--- config.mk ---
export PLATFORM = sky130hd
export DESIGN_NAME = rbyte_periph
export DESIGN_NICKNAME = d
export VERILOG_FILES = /design/src/rtl/rbyte_pkg.sv /design/src/rtl/rbyte_rst_sync.sv /design/src/rtl/rbyte_ctrl.sv /design/src/rtl/rbyte_slot.sv /design/src/rtl/rbyte_periph.sv
export SDC_FILE = /design/constraint.sdc
export NUM_CORES = 1
export LEC_CHECK = 0
export BUFFER_PORTS_ARGS = -buffer_cell sky130_fd_sc_hd__buf_2
export CORE_UTILIZATION = 43
export CTS_CLUSTER_DIAMETER = 150
export DETAILED_ROUTE_END_ITERATION = 10
export PLACE_DENSITY = 0.78
export SYNTH_ARGS = -nofsm -noshare
export SYNTH_HDL_FRONTEND = slang
export SYNTH_SLANG_ARGS = --single-unit
--- constraint.sdc ---
create_clock -name clk -period 2 [get_ports clk]
set_input_delay 0.2 -clock clk [delete_from_list [all_inputs] [get_ports clk]]
set_output_delay 0.2 -clock clk [all_outputs]
set_load 0.1 [all_outputs]
--- src/rtl/rbyte_pkg.sv ---
package rbyte_pkg;

  typedef enum logic [1:0] {
    SEL_CTRL = 2'd0,
    SEL_DATA = 2'd1,
    SEL_MODE = 2'd2,
    SEL_NONE = 2'd3
  } reg_sel_e;

  localparam logic [7:0] RUN_CODE_DEF = 8'h02;

endpackage

--- src/rtl/rbyte_rst_sync.sv ---
module rbyte_rst_sync #(
  parameter int unsigned STAGES = 2
) (
  input  logic clk,
  input  logic arst_n,
  output logic rst_n
);

  logic [STAGES-1:0] chain_q;
  logic [STAGES-1:0] chain_d;

  always_comb begin
    chain_d = {chain_q[STAGES-2:0], 1'b1};
  end

  always_ff @(posedge clk or negedge arst_n) begin
    if (!arst_n) chain_q <= '0;
    else         chain_q <= chain_d;
  end

  assign rst_n = chain_q[STAGES-1];

endmodule

--- src/rtl/rbyte_ctrl.sv ---
module rbyte_ctrl
  import rbyte_pkg::*;
#(
  parameter int unsigned ADDR_W   = 12,
  parameter int unsigned DATA_W   = 32,
  parameter int unsigned PRESC_W  = 4,
  parameter int unsigned MODE_W   = 8,
  parameter logic [7:0]  RUN_CODE = RUN_CODE_DEF
) (
  input  logic               clk,
  input  logic               rst_n,
  input  logic [ADDR_W-1:0]  addr,
  input  logic               wr_en,
  input  logic [DATA_W-1:0]  wr_data,
  input  logic               rd_en,
  output reg_sel_e           sel,
  output logic               en_q,
  output logic [PRESC_W-1:0] presc_q,
  output logic [MODE_W-1:0]  mode_q,
  output logic               active,
  output logic               data_rd
);

  localparam int unsigned IDX_W    = ADDR_W - 2;
  localparam int unsigned PRESC_LO = 2;
  localparam int unsigned PRESC_HI = PRESC_LO + PRESC_W - 1;

  logic [IDX_W-1:0]   word_idx;
  logic               ctrl_we;
  logic               mode_we;
  logic               en_d;
  logic [PRESC_W-1:0] presc_d;
  logic [MODE_W-1:0]  mode_d;

  assign word_idx = addr[ADDR_W-1:2];

  always_comb begin
    case (word_idx)
      IDX_W'(0): sel = SEL_CTRL;
      IDX_W'(1): sel = SEL_DATA;
      IDX_W'(2): sel = SEL_MODE;
      default:   sel = SEL_NONE;
    endcase
  end

  assign ctrl_we = wr_en && (sel == SEL_CTRL);
  assign mode_we = wr_en && (sel == SEL_MODE);
  assign data_rd = rd_en && (sel == SEL_DATA);

  // next-state
  always_comb begin
    en_d    = en_q;
    presc_d = presc_q;
    mode_d  = mode_q;
    if (ctrl_we) begin
      en_d    = wr_data[0];
      presc_d = wr_data[PRESC_HI:PRESC_LO];
    end
    if (mode_we) begin
      mode_d = wr_data[MODE_W-1:0];
    end
  end

  always_ff @(posedge clk or negedge rst_n) begin
    if (!rst_n) begin
      en_q    <= 1'b0;
      presc_q <= '0;
      mode_q  <= '0;
    end else begin
      en_q    <= en_d;
      presc_q <= presc_d;
      mode_q  <= mode_d;
    end
  end

  assign active = en_q && (mode_q == MODE_W'(RUN_CODE));

  logic unused_bits;
  assign unused_bits = ^{addr[1:0], wr_data[DATA_W-1:MODE_W], wr_data[1]};


  mode_wr_chk: assert property (@(posedge clk) disable iff (!rst_n)
    mode_we |=> (mode_q == $past(wr_data[MODE_W-1:0])));


  unmapped_wr_chk: assert property (@(posedge clk) disable iff (!rst_n)
    (wr_en && sel == SEL_NONE) |=> ($stable(mode_q) && $stable(en_q) && $stable(presc_q)));

endmodule

--- src/rtl/rbyte_slot.sv ---
module rbyte_slot #(
  parameter int unsigned BYTE_W = 8
) (
  input  logic              clk,
  input  logic              rst_n,
  input  logic              active,
  input  logic              data_rd,
  input  logic              ent_valid,
  input  logic [BYTE_W-1:0] ent_byte,
  output logic              ent_ready,
  output logic              full_q,
  output logic [BYTE_W-1:0] byte_q,
  output logic [BYTE_W-1:0] rd_byte
);

  logic              full_d;
  logic [BYTE_W-1:0] byte_d;
  logic              take;

  assign ent_ready = active && !full_q;
  assign take      = data_rd && active && full_q;
  assign rd_byte   = take ? byte_q : '0;

  // next-state
  always_comb begin
    full_d = full_q;
    byte_d = byte_q;
    if (!active) begin
      full_d = 1'b0;
      byte_d = '0;
    end else if (take) begin
      full_d = 1'b0;
      byte_d = '0;
    end else if (ent_ready && ent_valid) begin
      full_d = 1'b1;
      byte_d = ent_byte;
    end
  end

  always_ff @(posedge clk or negedge rst_n) begin
    if (!rst_n) begin
      full_q <= 1'b0;
      byte_q <= '0;
    end else begin
      full_q <= full_d;
      byte_q <= byte_d;
    end
  end


  load_chk: assert property (@(posedge clk) disable iff (!rst_n)
    (ent_valid && ent_ready) |=> (full_q && byte_q == $past(ent_byte)));


  idle_clr_chk: assert property (@(posedge clk) disable iff (!rst_n)
    !active |=> (!full_q && byte_q == '0));


  take_clr_chk: assert property (@(posedge clk) disable iff (!rst_n)
    (data_rd && active && full_q) |=> (!full_q && byte_q == '0));

endmodule

--- src/rtl/rbyte_periph.sv ---
module rbyte_periph
  import rbyte_pkg::*;
#(
  parameter int unsigned ADDR_W   = 12,
  parameter int unsigned DATA_W   = 32,
  parameter int unsigned BYTE_W   = 8,
  parameter int unsigned PRESC_W  = 4,
  parameter int unsigned MODE_W   = 8,
  parameter logic [7:0]  RUN_CODE = RUN_CODE_DEF,
  parameter int unsigned SYNC_STG = 2
) (
  input  logic              clk,
  input  logic              arst_n,
  input  logic [ADDR_W-1:0] bus_addr,
  input  logic              bus_wr_en,
  input  logic [DATA_W-1:0] bus_wr_data,
  input  logic              bus_rd_en,
  output logic [DATA_W-1:0] bus_rd_data,
  input  logic              ent_valid,
  input  logic [BYTE_W-1:0] ent_byte,
  output logic              ent_ready
);

  localparam int unsigned STAT_W = 2 + PRESC_W;

  logic               rst_n;
  reg_sel_e           sel;
  logic               en_q;
  logic [PRESC_W-1:0] presc_q;
  logic [MODE_W-1:0]  mode_q;
  logic               active;
  logic               data_rd;
  logic               full_q;
  logic [BYTE_W-1:0]  byte_q;
  logic [BYTE_W-1:0]  rd_byte;
  logic [DATA_W-1:0]  rd_mux;
  logic [DATA_W-1:0]  rd_data_d;
  logic [DATA_W-1:0]  rd_data_q;

  rbyte_rst_sync #(.STAGES(SYNC_STG)) u_rst_sync (
    .clk    (clk),
    .arst_n (arst_n),
    .rst_n  (rst_n)
  );

  rbyte_ctrl #(
    .ADDR_W   (ADDR_W),
    .DATA_W   (DATA_W),
    .PRESC_W  (PRESC_W),
    .MODE_W   (MODE_W),
    .RUN_CODE (RUN_CODE)
  ) u_ctrl (
    .clk     (clk),
    .rst_n   (rst_n),
    .addr    (bus_addr),
    .wr_en   (bus_wr_en),
    .wr_data (bus_wr_data),
    .rd_en   (bus_rd_en),
    .sel     (sel),
    .en_q    (en_q),
    .presc_q (presc_q),
    .mode_q  (mode_q),
    .active  (active),
    .data_rd (data_rd)
  );

  rbyte_slot #(.BYTE_W(BYTE_W)) u_slot (
    .clk       (clk),
    .rst_n     (rst_n),
    .active    (active),
    .data_rd   (data_rd),
    .ent_valid (ent_valid),
    .ent_byte  (ent_byte),
    .ent_ready (ent_ready),
    .full_q    (full_q),
    .byte_q    (byte_q),
    .rd_byte   (rd_byte)
  );

  always_comb begin
    case (sel)
      SEL_CTRL: rd_mux = DATA_W'({presc_q, full_q && active, en_q});
      SEL_DATA: rd_mux = DATA_W'(rd_byte);
      SEL_MODE: rd_mux = DATA_W'(mode_q);
      default:  rd_mux = '0;
    endcase
  end

  assign rd_data_d = bus_rd_en ? rd_mux : '0;

  always_ff @(posedge clk or negedge rst_n) begin
    if (!rst_n) rd_data_q <= '0;
    else        rd_data_q <= rd_data_d;
  end

  assign bus_rd_data = rd_data_q;

  logic unused_width;
  assign unused_width = (STAT_W == 0) ^ (^byte_q);


  rd_idle_chk: assert property (@(posedge clk) disable iff (!rst_n)
    !bus_rd_en |=> (bus_rd_data == '0));


  ready_gate_chk: assert property (@(posedge clk) disable iff (!rst_n)
    (bus_wr_en && sel == SEL_MODE && bus_wr_data[MODE_W-1:0] != MODE_W'(RUN_CODE))
      |=> !ent_ready);

endmodule

=== After elaboration in Yosys (flattened, before gate mapping) ===
Index checks and enable logic that the tools add are counted.

* Flip-flop bits (word level): 56
* Bits of input ports: 57
* Output and inout bits: 33
* Word-level logic and storage cells: 35

* Equality and inequality tests: 6
* Muxes and demuxes: 10
* Reduce and logical (&&, ||, !) cells: 12

{| class="wikitable"
|+ Operators by type and width
! operator !! count
|-
| $mux W32 || 1
|-
| $mux W8 || 4
|-
| $pmux W8 S3 || 1
|-
| $eq A10 B1 Y1 const B || 1
|-
| $eq A10 B2 Y1 const B || 1
|-
| $logic_not A10 Y1 || 1
|-
| $logic_and A1 B1 Y1 || 9
|-
| $eq A8 B2 Y1 const B || 1
|-
| $pmux W2 S3 || 1
|-
| $mux W1 || 3
|-
| $ne A3 B1 Y1 const B || 1
|-
| $eq A2 B1 Y1 const B || 1
|-
| $eq A2 B2 Y1 const B || 1
|-
| $logic_not A2 Y1 || 1
|-
| $logic_not A1 Y1 || 1
|}

=== Longest topological paths before layout ===
Gate-level depths: netlist (run 1).

* Depth in word-level cells: 9
* Gate-level depth with buffers: 5
* Gate-level depth less buffers: 3

=== Modules after synthesis ===
Synthesis (run 1) repeated with hierarchy kept, for this count alone.

* Cells, all modules: 160
* Area total of the unflattened synthesis: 1785.5 um2

{| class="wikitable"
|+ By module, submodules not included
! module !! instances !! cells each !! area each (um2) !! seq. area each (um2)
|-
| rbyte_periph || 1 || 68 || 630.6 || 200.2
|-
| rbyte_ctrl || 1 || 39 || 591.8 || 325.3
|-
| rbyte_slot || 1 || 50 || 509.2 || 225.2
|-
| rbyte_rst_sync || 1 || 3 || 53.8 || 50.0
|}

=== Least setup slack after synthesis (run 1) ===
Ideal clock, no wire load.

* Path kind: register to output
* From: register u_ctrl.mode_q[3]
* To: output port ent_ready
* Arrival time: 2.353 ns
* Data required time: 1.800 ns
* Path slack: -0.553 ns
* Cell stages (with the launch flop): 5
* Path buffers: 1
* Cell sequence: dfrtp_1 nor4b_2 nand4_2 buf_2 nor2_1

* Cells in the longest elaborated chain, start to end: 3

{| class="wikitable"
|+ Ends and longest elaborated chain
! what !! line !! RTL
|-
| from (decl) || rbyte_ctrl.sv:19 || <nowiki>output logic [MODE_W-1:0] mode_q,</nowiki>
|-
| from (signal assigned) || rbyte_ctrl.sv:72 || <nowiki>mode_q <= mode_d;</nowiki>
|-
| $eq A8 B2 Y1 || rbyte_ctrl.sv:76 || <nowiki>assign active = en_q && (mode_q == MODE_W'(RUN_CODE));</nowiki>
|-
| $logic_and A1 B1 Y1 || rbyte_ctrl.sv:76 ||
|-
| $logic_and A1 B1 Y1 || rbyte_slot.sv:20 || <nowiki>assign ent_ready = active && !full_q;</nowiki>
|-
| to (decl) || rbyte_periph.sv:21 || <nowiki>output logic ent_ready</nowiki>
|}

Every way passes these cells.

=== Final worst setup path (run 1) ===
Ends and elaborated chain as after synthesis.

==> metrics.txt, run 1 <==
Critical Path Start=u_ctrl.mode_q[3]$_DFFE_PN0P_; CP Capture Type=output port; Sink Count=32; area occupied by multi-input gates=703 um2; post-synth top area cell=dfrtp_1; initial antenna violation count=0; FMAX=552 MHz; crit path DAT=1.61 ns; Syn. warnings=0; core footprint=3660 um2; data required time of the critical path=1.80 ns; nets=238; Sw Ratio=32.1%; Seq pwr share=46.1%; Avg WL per Cell=13.0 um; die area=4040 um2; Slew Limit Fails=0; min-delay src=bus_wr_data[4]; P&R area growth vs syn=17.5%; CTS H-tree lvls=2; Starting Density=44.5%; setup bufs post-CTS=0; Placed Cells=221; Max Cap Viol=0; Final Wtd Congestion=0.754; Hold WC Path Type=input pin to flip-flop; synthesized area=1630 um2; Comb power frac=19.4%; Synth Area in Compound Gates=4.60%; Post-DP HPWL=2300 um; Std-Cell Rows=22; num ports=90; global-route wire length before repair=5130 um; Post-Synth Adder-Cell Area=0%; pwr dens=748 nW/um2; GRT overflow=0; Distinct cells, synth=25; commonest non-fill, non-tap cell in the layout=buf_2; CTS root buffer=clkbuf_8; CTS buffer count=5; Port Buffer Count=39; clock share of power=34.5%; period utilization=90.6%; simple-gate share of the synthesized area=15.3%; Tot GR Track Use=16.9%; Clock Skew=0.00375 ns; DR vias=1150; clock buffer depth=2; commonest cells after routing, fill and taps aside=buf_2, dfrtp_1, conb_1; Routed Antenna Nets=0; Synth Area per Inst=11.9 um2; Most used DFF post-synth=dfrtp_1; Die Ht=63.6 um; Leak Pwr=0.000979 uW; Initial DRC Count=41; Critical Path Source Type=flip-flop; Switch Pwr=460 uW; cts hold-fix bufs=1; post-synthesis mux area share=17.0%; slowest library cell on the worst path=dfrtp_1; layout cells sized above 1=35.2%; setup_tns=0 ns; endpoints failing setup=0; status=complete, no violations; largest net degree at the start of global routing=19; final WL=2990 um; number of global-route vias before repair=1108; synthesized instance count=137; Worst-path clk slew=0.06 ns; Tot Pwr=1430 uW; worst skew pair latency=0.28 ns; Pint=974 uW; final hold violation count=0; Fin Hold WS=0.149 ns; Tmin final=1.81 ns; Die W=63.6 um; critical-path maximum fanout=6; non-filler instance count after layout=230; Seq/Total Area, Yosys=49.1%; CTS tree=built; vias per inst=5.00; origin of the critical flop-to-flop path=u_ctrl.mode_q[3]$_DFFE_PN0P_; drt first pass iters=4; Ant. Diodes=0; DRC=0; synth top area cells=dfrtp_1, buf_4, mux2i_1, mux2_2, o32ai_1; FILL cells=331; Largest stage delay, worst path=0.41 ns; Sequential cell area=801 um2; Seq cells post-synth=32; RSZ-0062 raised after global routing=no; CP cell instances=nor4b_2 > nand4_2 > nor2_4 > buf_12; xor and xnor area share after synthesis=0%; Post-synth ARST share=100%; largest family of logic cells by synthesized area=multiplexers; top-area cell type share of the netlist area=49.1%; CTS resizes=0; Worst VDD drop=0.441 mV; CP Class=flip-flop to output port; EDFF count, synth=0
==> state kept, by name (all words and copies together) (netlist names) <==
| register | flops |
|---|---|
| bus_rd_data | 8 |
| u_ctrl.mode_q | 8 |
| u_slot.byte_q | 8 |
| u_ctrl.presc_q | 4 |
| u_rst_sync.chain_q | 2 |
| u_ctrl.en_q | 1 |
| u_slot.full_q | 1 |
==> critical path: cells and delay by family, from the launching register on <==
kind	cells	cell delay, ns
flops	1	0.41
buf+inv	1	0.18
simple gates	3	0.75
==> area by class of cell <==
class | count | area share, %
Clock buffer | 8 | 4.70
Inverter | 1 | 0.196
Timing Repair Buffer | 45 | 13.5
Multi-Input combinational cell | 96 | 36.7
Sequential cell | 32 | 41.8
Tap cell | 48 | 3.14
==> synthesized netlist by cell type (2+ instances only) <==
library cell,instances
nor4_4,2
dfrtp_1,32
nand2_1,4
buf_4,26
nor2_1,5
conb_1,2
clkbuf_1,2
buf_2,2
nor3_1,9
mux2i_1,13
mux2_1,5
o32ai_1,8
mux2_2,8
nand3_1,7
and4_1,2
==> metal layers <==
| layer | share of wire (%) | track usage, % | routed length, um |
|---|---|---|---|
| met2 | 48 | 26.9 | 1450 |
| met1 | 43 | 21.4 | 1280 |
| met3 | 6.9 | 4.53 | 207 |
| met5 | 0 | 0 | 0 |
| met4 | 1.8 | 7.67 | 53 |
==> worst paths after layout <==
| check | end | depth (start not counted) | slack [ns] |
|---|---|---|---|
| min reg2reg | bus_rd_data[5]$_DFF_PN0_ | 0 | 0.20 |
| max reg2reg | bus_rd_data[5]$_DFF_PN0_ | 4 | 0.35 |
| max | ent_ready | 4 | 0.19 |
| max in group asynchronous | u_ctrl.mode_q[6]$_DFFE_PN0P_ | 1 | 1.18 |
| min in group asynchronous | bus_rd_data[5]$_DFF_PN0_ | 0 | 0.20 |
| min | u_ctrl.presc_q[2]$_DFFE_PN0P_ | 2 | 0.15 |
==> cell families after synthesis <==
kind of cell    count (synthesis)
mux                            26
other cells                     2
buf+inv                        32
simple gates                   36
compound gates                  9
flops                          32
==> through the flow <==
stage                     cell area (um2)  utilization, %  setup slack (ns)
after detailed placement             1820            49.6             0.330
after global routing                 1920            52.3            0.0616
final                                1920            52.3             0.188
after global placement               1820            49.6             0.357
after floorplan                      1720               -             0.221
after CTS                            1920            52.3             0.163
==> power groups by stage <==
| stage | combinational (uW) | clock, uW | sequential, uW |
|---|---|---|---|
| 4_1_cts | 278 | 508 | 662 |
| 3_5_place_dp | 276 | 0 | 673 |
| 2_1_floorplan | 264 | 0 | 676 |
| 3_3_place_gp | 274 | 0 | 673 |
| 6_report | 278 | 494 | 661 |
| 5_1_grt | 290 | 540 | 662 |
Note: power is estimated with default switching activity, not from simulation.
==> run 2, diff against run 1 <==
--- a/config.mk
+++ b/config.mk
@@ -10,6 +10,7 @@
 export CTS_CLUSTER_DIAMETER = 150
 export DETAILED_ROUTE_END_ITERATION = 10
 export PLACE_DENSITY = 0.78
+export SETUP_SLACK_MARGIN = 0.5
 export SYNTH_ARGS = -nofsm -noshare
 export SYNTH_HDL_FRONTEND = slang
 export SYNTH_SLANG_ARGS = --single-unit
==> run 2 against run 1 <==
- core utilization increased by 2.6 points
- count of clock-buffer cells in the layout is 2 lower
- routed wire length is 5.4% higher
- clock skew rose by 0.0012 ns
- critical path type unchanged
- largest power group unchanged
==> metrics.txt, run 2 (synthesis results as in run 1) <==
status=complete, no violations; Leak Pwr=0.000993 uW (+1.4%); min-delay src=bus_wr_data[0]; GRT overflow=0 (unchanged); M1 WL=1220 um (-4.3%); hold path depth=2 (unchanged); CTS H-tree lvls=2 (unchanged); DR vias=1148 (-0.17%); P&R area growth vs syn=23.3%; crit path DAT=1.49 ns (-0.12 ns); CTS buffer count=5 (unchanged); Critical Path Source Type=flip-flop; worst r2r dst=bus_rd_data[0]$_DFF_PN0_; Std-Cell Rows=22 (unchanged); Hold WC Path Type=input pin to flip-flop; Final Wtd Congestion=0.770 (+2.2%); die area=4040 um2 (unchanged); critical-path maximum fanout=2 (-4); period utilization=84.7% (-5.9 points); final hold violation count=0 (unchanged); Top Metal Used=met4; number of global-route vias before repair=1114 (+0.54%); CP Class=flip-flop to output port; CTS root buffer=clkbuf_8; Post-DP HPWL=2260 um (-1.4%); commonest non-fill, non-tap cell in the layout=buf_2; vias per inst=4.97 (-0.61%); Tot GR Track Use=17.4% (+0.44 points); routed wl met2=1600 um (+10%); pwr dens=718 nW/um2 (-4.1%); Worst VDD drop=0.496 mV (+12%); hold worst-path end=u_ctrl.en_q$_DFFE_PN0P_; Clock Skew=0.00497 ns (+0.00122 ns); origin of the critical flop-to-flop path=u_ctrl.mode_q[0]$_DFFE_PN0P_; metal3 WL=225 um (+8.7%); data required time of the critical path=1.80 ns (about the same); Tot Pwr=1440 uW (+0.60%); setup_tns=0 ns (unchanged); Die W=63.6 um (unchanged); endpoints failing setup=0 (unchanged); clock buffer depth=2 (unchanged); worst rel slew slack=63.3%; Port Buffer Count=39 (unchanged); Worst-path clk slew=0.06 ns (about the same); reg2reg path depth=5 (+1); Tmin final=1.69 ns (-0.117 ns); core footprint=3660 um2 (unchanged); Sink Count=32 (unchanged); Slew Limit Fails=0 (unchanged); layout cells sized above 1=42.1% (+6.9 points); Initial DRC Count=24 (-41%); initial antenna violation count=0 (unchanged); FMAX=590 MHz (+6.9%); Least-Margin Pin Slew=0.549 ns; num ports=90 (unchanged); CTS tree=built; Starting Density=44.5% (unchanged); RSZ-0062 raised after global routing=yes; drt first pass iters=4 (unchanged); global-route wire length before repair=5190 um (+1.1%); worst skew pair latency=0.29 ns (about the same); R2R setup slack=0.33 ns (-0.02 ns); Ant. Diodes=0 (unchanged); commonest cells after routing, fill and taps aside=buf_2, dfrtp_1, conb_1; Max Cap Viol=0 (unchanged); final WL=3150 um (+5.4%); Avg WL per Cell=13.6 um (+4.9%); nets=239 (+0.42%); Die Ht=63.6 um (unchanged); CP Capture Type=output port; Routed Antenna Nets=0 (unchanged); DRC=0 (unchanged); largest net degree at the start of global routing=31 (+12)
-- run 2: layout make-up --
cell class	instances	area [um2]
Clock inverter	2	10.0
Inverter	1	3.75
Sequential cell	32	801
Multi-Input combinational cell	96	787
Tap cell	48	60.1
Clock buffer	6	82.6
Fill cell	310	1650
Timing Repair Buffer	46	265
-- run 2: worst max-delay path, stage by stage (launching register included) --
cell     delay (ns)
dfrtp_1        0.41
nor4b_4        0.32
nand4_4        0.15
nor2_4         0.14
buf_12         0.18
-- run 2: how the worst max path moves through the flow --
stage          cells past startpoint                  endpoint                    startpoint
2_1_floorplan                      4                 ent_ready  u_ctrl.mode_q[3]$_DFFE_PN0P_
3_3_place_gp                       4  bus_rd_data[0]$_DFF_PN0_  u_ctrl.mode_q[3]$_DFFE_PN0P_
3_5_place_dp                       4  bus_rd_data[0]$_DFF_PN0_  u_ctrl.mode_q[3]$_DFFE_PN0P_
4_1_cts                            4                 ent_ready  u_ctrl.mode_q[0]$_DFFE_PN0P_
5_1_grt                            4                 ent_ready  u_ctrl.mode_q[2]$_DFFE_PN0P_
6_report                           4                 ent_ready  u_ctrl.mode_q[0]$_DFFE_PN0P_
-- run 2: metrics by stage --
stage	hold WS (ns)	instances	area (um2)	worst slack [ns]	utilization, %
after CTS	0.134	231	1980	0.272	54.1
final	0.141	231	2010	0.306	54.9
after detailed placement	-0.0121	220	1810	0.256	49.4
after floorplan	-0.0956	160	1730	0.241	-
after global placement	-0.0143	220	1810	0.270	49.4
after global routing	0.136	231	2010	0.233	54.9
-- run 2: metal layers --
metal | GRT usage, % | up-vias
met5 | 0 | -
met4 | 8.81 | 0
met3 | 5.62 | 9
met2 | 28.6 | 58
met1 | 20.0 | 549
li1 | - | 532
-- run 2: repair_timing --
action / CTS / global route
buffers inserted: 2 / 0
resized for setup: 7 / 5
pin swaps: 3 / 0
endpoints found under the hold margin: 2 / 0
setup endpoints to repair: 11 / 18
hold buffers: 1 / 0
-- run 2: power by group --
part | switching (uW) | internal, uW
Sequential | 3.84 | 653
Combinational | 242 | 41.5
Clock | 227 | 274
==> run 3, diff against run 2 <==
--- a/config.mk
+++ b/config.mk
@@ -6,10 +6,10 @@
 export NUM_CORES = 1
 export LEC_CHECK = 0
 export BUFFER_PORTS_ARGS = -buffer_cell sky130_fd_sc_hd__buf_2
-export CORE_UTILIZATION = 43
+export CORE_UTILIZATION = 40
 export CTS_CLUSTER_DIAMETER = 150
 export DETAILED_ROUTE_END_ITERATION = 10
-export PLACE_DENSITY = 0.78
+export PLACE_DENSITY = 0.76
 export SETUP_SLACK_MARGIN = 0.5
 export SYNTH_ARGS = -nofsm -noshare
 export SYNTH_HDL_FRONTEND = slang
==> constraint.sdc (replaced) <==
create_clock -name clk -period 1.35 [get_ports clk]
set_input_delay 0.135 -clock clk [delete_from_list [all_inputs] [get_ports clk]]
set_output_delay 0.135 -clock clk [all_outputs]
set_load 0.1 [all_outputs]
==> run 3 against run 2 <==
- combinational power is 57% higher
- register-to-register slack got worse by 0.55 ns
- sequential power up 49%
- core utilization is 8.6 points higher
- die area grew 7.3%
- the run now ends with negative setup slack left
- largest power group unchanged
- final cell count is 6.1% higher
- clock skew about the same
- critical path type unchanged
- hold slack got worse by 0.057 ns
- cell area rose by 19%
- clock power rose by 49%
- routed wire length up 20%
- non-clock buffer count increased by 14
==> metrics.txt, run 3 (synthesis results as in run 1) <==
Fin Hold WS=0.0843 ns (-0.0569 ns); Worst VDD drop=0.786 mV (+58%); global-route wire length before repair=6020 um (+16%); Slew Limit Fails=0 (unchanged); CTS tree=built; Setup WS pre-CTS=-0.192 ns (-0.448 ns); Post-DP HPWL=2500 um (+11%); CTS root buffer=clkbuf_8; CTS buffer count=5 (unchanged); Die Ht=65.8 um (+3.6%); vias per inst=5.00 (+0.61%); crit path DAT=1.49 ns (about the same); Worst path depth=4 (unchanged); core footprint=3770 um2 (+3.0%); largest net degree at the start of global routing=23 (-26%); Critical Path Source Type=flip-flop; CP Buf/Inv Count=1 (unchanged); layout cells sized above 1=55.8% (+14 points); num ports=90 (unchanged); period utilization=120%; Ant. Diodes=0 (unchanged); Critical Path Start=u_ctrl.mode_q[3]$_DFFE_PN0P_; Clock Skew=0.00509 ns (+0.000116 ns); nets=253 (+5.9%); drt first pass iters=6 (+2); crit path capture=ent_ready; Die W=65.8 um (+3.6%); Worst-path clk slew=0.06 ns (about the same); worst skew pair latency=0.28 ns (about the same); Starting Density=43.2% (-1.3 points); slowest library cell on the worst path=dfrtp_1; die area=4330 um2 (+7.3%); Leak Pwr=0.00111 uW (+12%); status=complete, but fails checks; worst r2r dst=bus_rd_data[1]$_DFF_PN0_; critical-path maximum fanout=2 (unchanged); final hold violation count=0 (unchanged); number of global-route vias before repair=1273 (+14%); Tmin final=1.62 ns; Sink Count=32 (unchanged); failing checks=negative setup slack; Least-Margin Pin Slew=0.505 ns (-0.0448 ns); commonest non-fill, non-tap cell in the layout=buf_2; P&R area growth vs syn=46.8%; CP Class=flip-flop to output port; Routed Antenna Nets=0 (unchanged); DRC=0 (unchanged); Avg WL per Cell=15.4 um (+13%); final WL=3770 um (+20%); Max Cap Viol=0 (unchanged); data required time of the critical path=1.22 ns (-0.58 ns); CTS H-tree lvls=2 (unchanged); Final Wtd Congestion=0.759 (-1.5%); origin of the critical flop-to-flop path=u_ctrl.mode_q[3]$_DFFE_PN0P_; fin worst setup slack=-0.273 ns (-0.579 ns); Tot GR Track Use=19.2% (+1.8 points); GRT overflow=0 (unchanged); commonest cells after routing, fill and taps aside=buf_2, conb_1, dfrtp_1; Largest stage delay, worst path=0.40 ns (about the same); initial antenna violation count=0 (unchanged); endpoints failing setup=18 (+18); R2R setup slack=-0.22 ns (-0.55 ns); RSZ-0062 raised after global routing=yes; CP Capture Type=output port; pwr dens=906 nW/um2 (+26%); worst rel slew slack=66.3% (+3.0 points); DR vias=1225 (+6.7%); Initial DRC Count=43 (+79%); Hold WC Path Type=input pin to flip-flop; Std-Cell Rows=22 (unchanged); reg2reg path depth=5 (unchanged); CP cell instances=nor4b_2 > nand4_2 > nor2_4 > buf_12; Port Buffer Count=39 (unchanged); CP top delay family=simple AND/OR/NAND/NOR gates; clock buffer depth=2 (unchanged); FMAX=616 MHz
## run 3: cell count changes in the layout (fill, tap and decap cells not counted), sizes merged
cell    before  now
buf         45   59
clkbuf       6    8
clkinv       2    0
## run 3: per-stage QoR
stage	TNS [ns]	cell area, um2	std cells	power (uW)	util (%)
5_1_grt	-4.71	2390	245	2270	63.5
2_1_floorplan	-0.337	1770	160	1400	-
3_3_place_gp	-0.392	1980	235	1420	52.5
3_5_place_dp	-1.52	1980	235	1420	52.5
6_report	-3.07	2390	245	2170	63.5
4_1_cts	-2.78	2340	245	2180	62.0
## run 3: metal layers
metal / wire (um) / up-vias / global-route usage [%]
met5: 0 / - / 0
met4: 70 / 0 / 5.43
met3: 222 / 9 / 7.24
met2: 1990 / 51 / 32.4
met1: 1490 / 605 / 22.6
li1: - / 560 / -
## run 3: layout make-up
type                            instances  area, um2
Fill cell                             276       1380
Multi-Input combinational cell         96        883
Sequential cell                        32        812
Timing Repair Buffer                   60        544
Clock buffer                            8       90.1
Tap cell                               48       60.1
Inverter                                1       3.75
## run 3: worst min path at each step
stage / from / cells past startpoint / to
final: bus_wr_data[6] / 2 / u_ctrl.mode_q[6]$_DFFE_PN0P_
after CTS: bus_wr_data[6] / 2 / u_ctrl.mode_q[6]$_DFFE_PN0P_
after floorplan: arst_n / 0 / u_rst_sync.chain_q[0]$_DFF_PN0_
after detailed placement: arst_n / 1 / u_rst_sync.chain_q[0]$_DFF_PN0_
after global routing: bus_wr_data[1] / 2 / u_ctrl.mode_q[1]$_DFFE_PN0P_
after global placement: arst_n / 1 / u_rst_sync.chain_q[0]$_DFF_PN0_
## run 3: report_power, final
| group | internal, uW | switching [uW] | total (uW) |
|---|---|---|---|
| combinational | 84.4 | 362 | 447 |
| sequential | 968 | 10.1 | 978 |
| clock | 415 | 329 | 744 |
| total | 1470 | 701 | 2170 |
## run 3: timing repair
item / in CTS / in global routing
setup endpoints to repair: 39 / 39
buffers inserted: 1 / 0
endpoints found under the hold margin: 2 / 0
hold buffers: 1 / 0
pin swaps: 6 / 2
gates resized for setup: 55 / 9
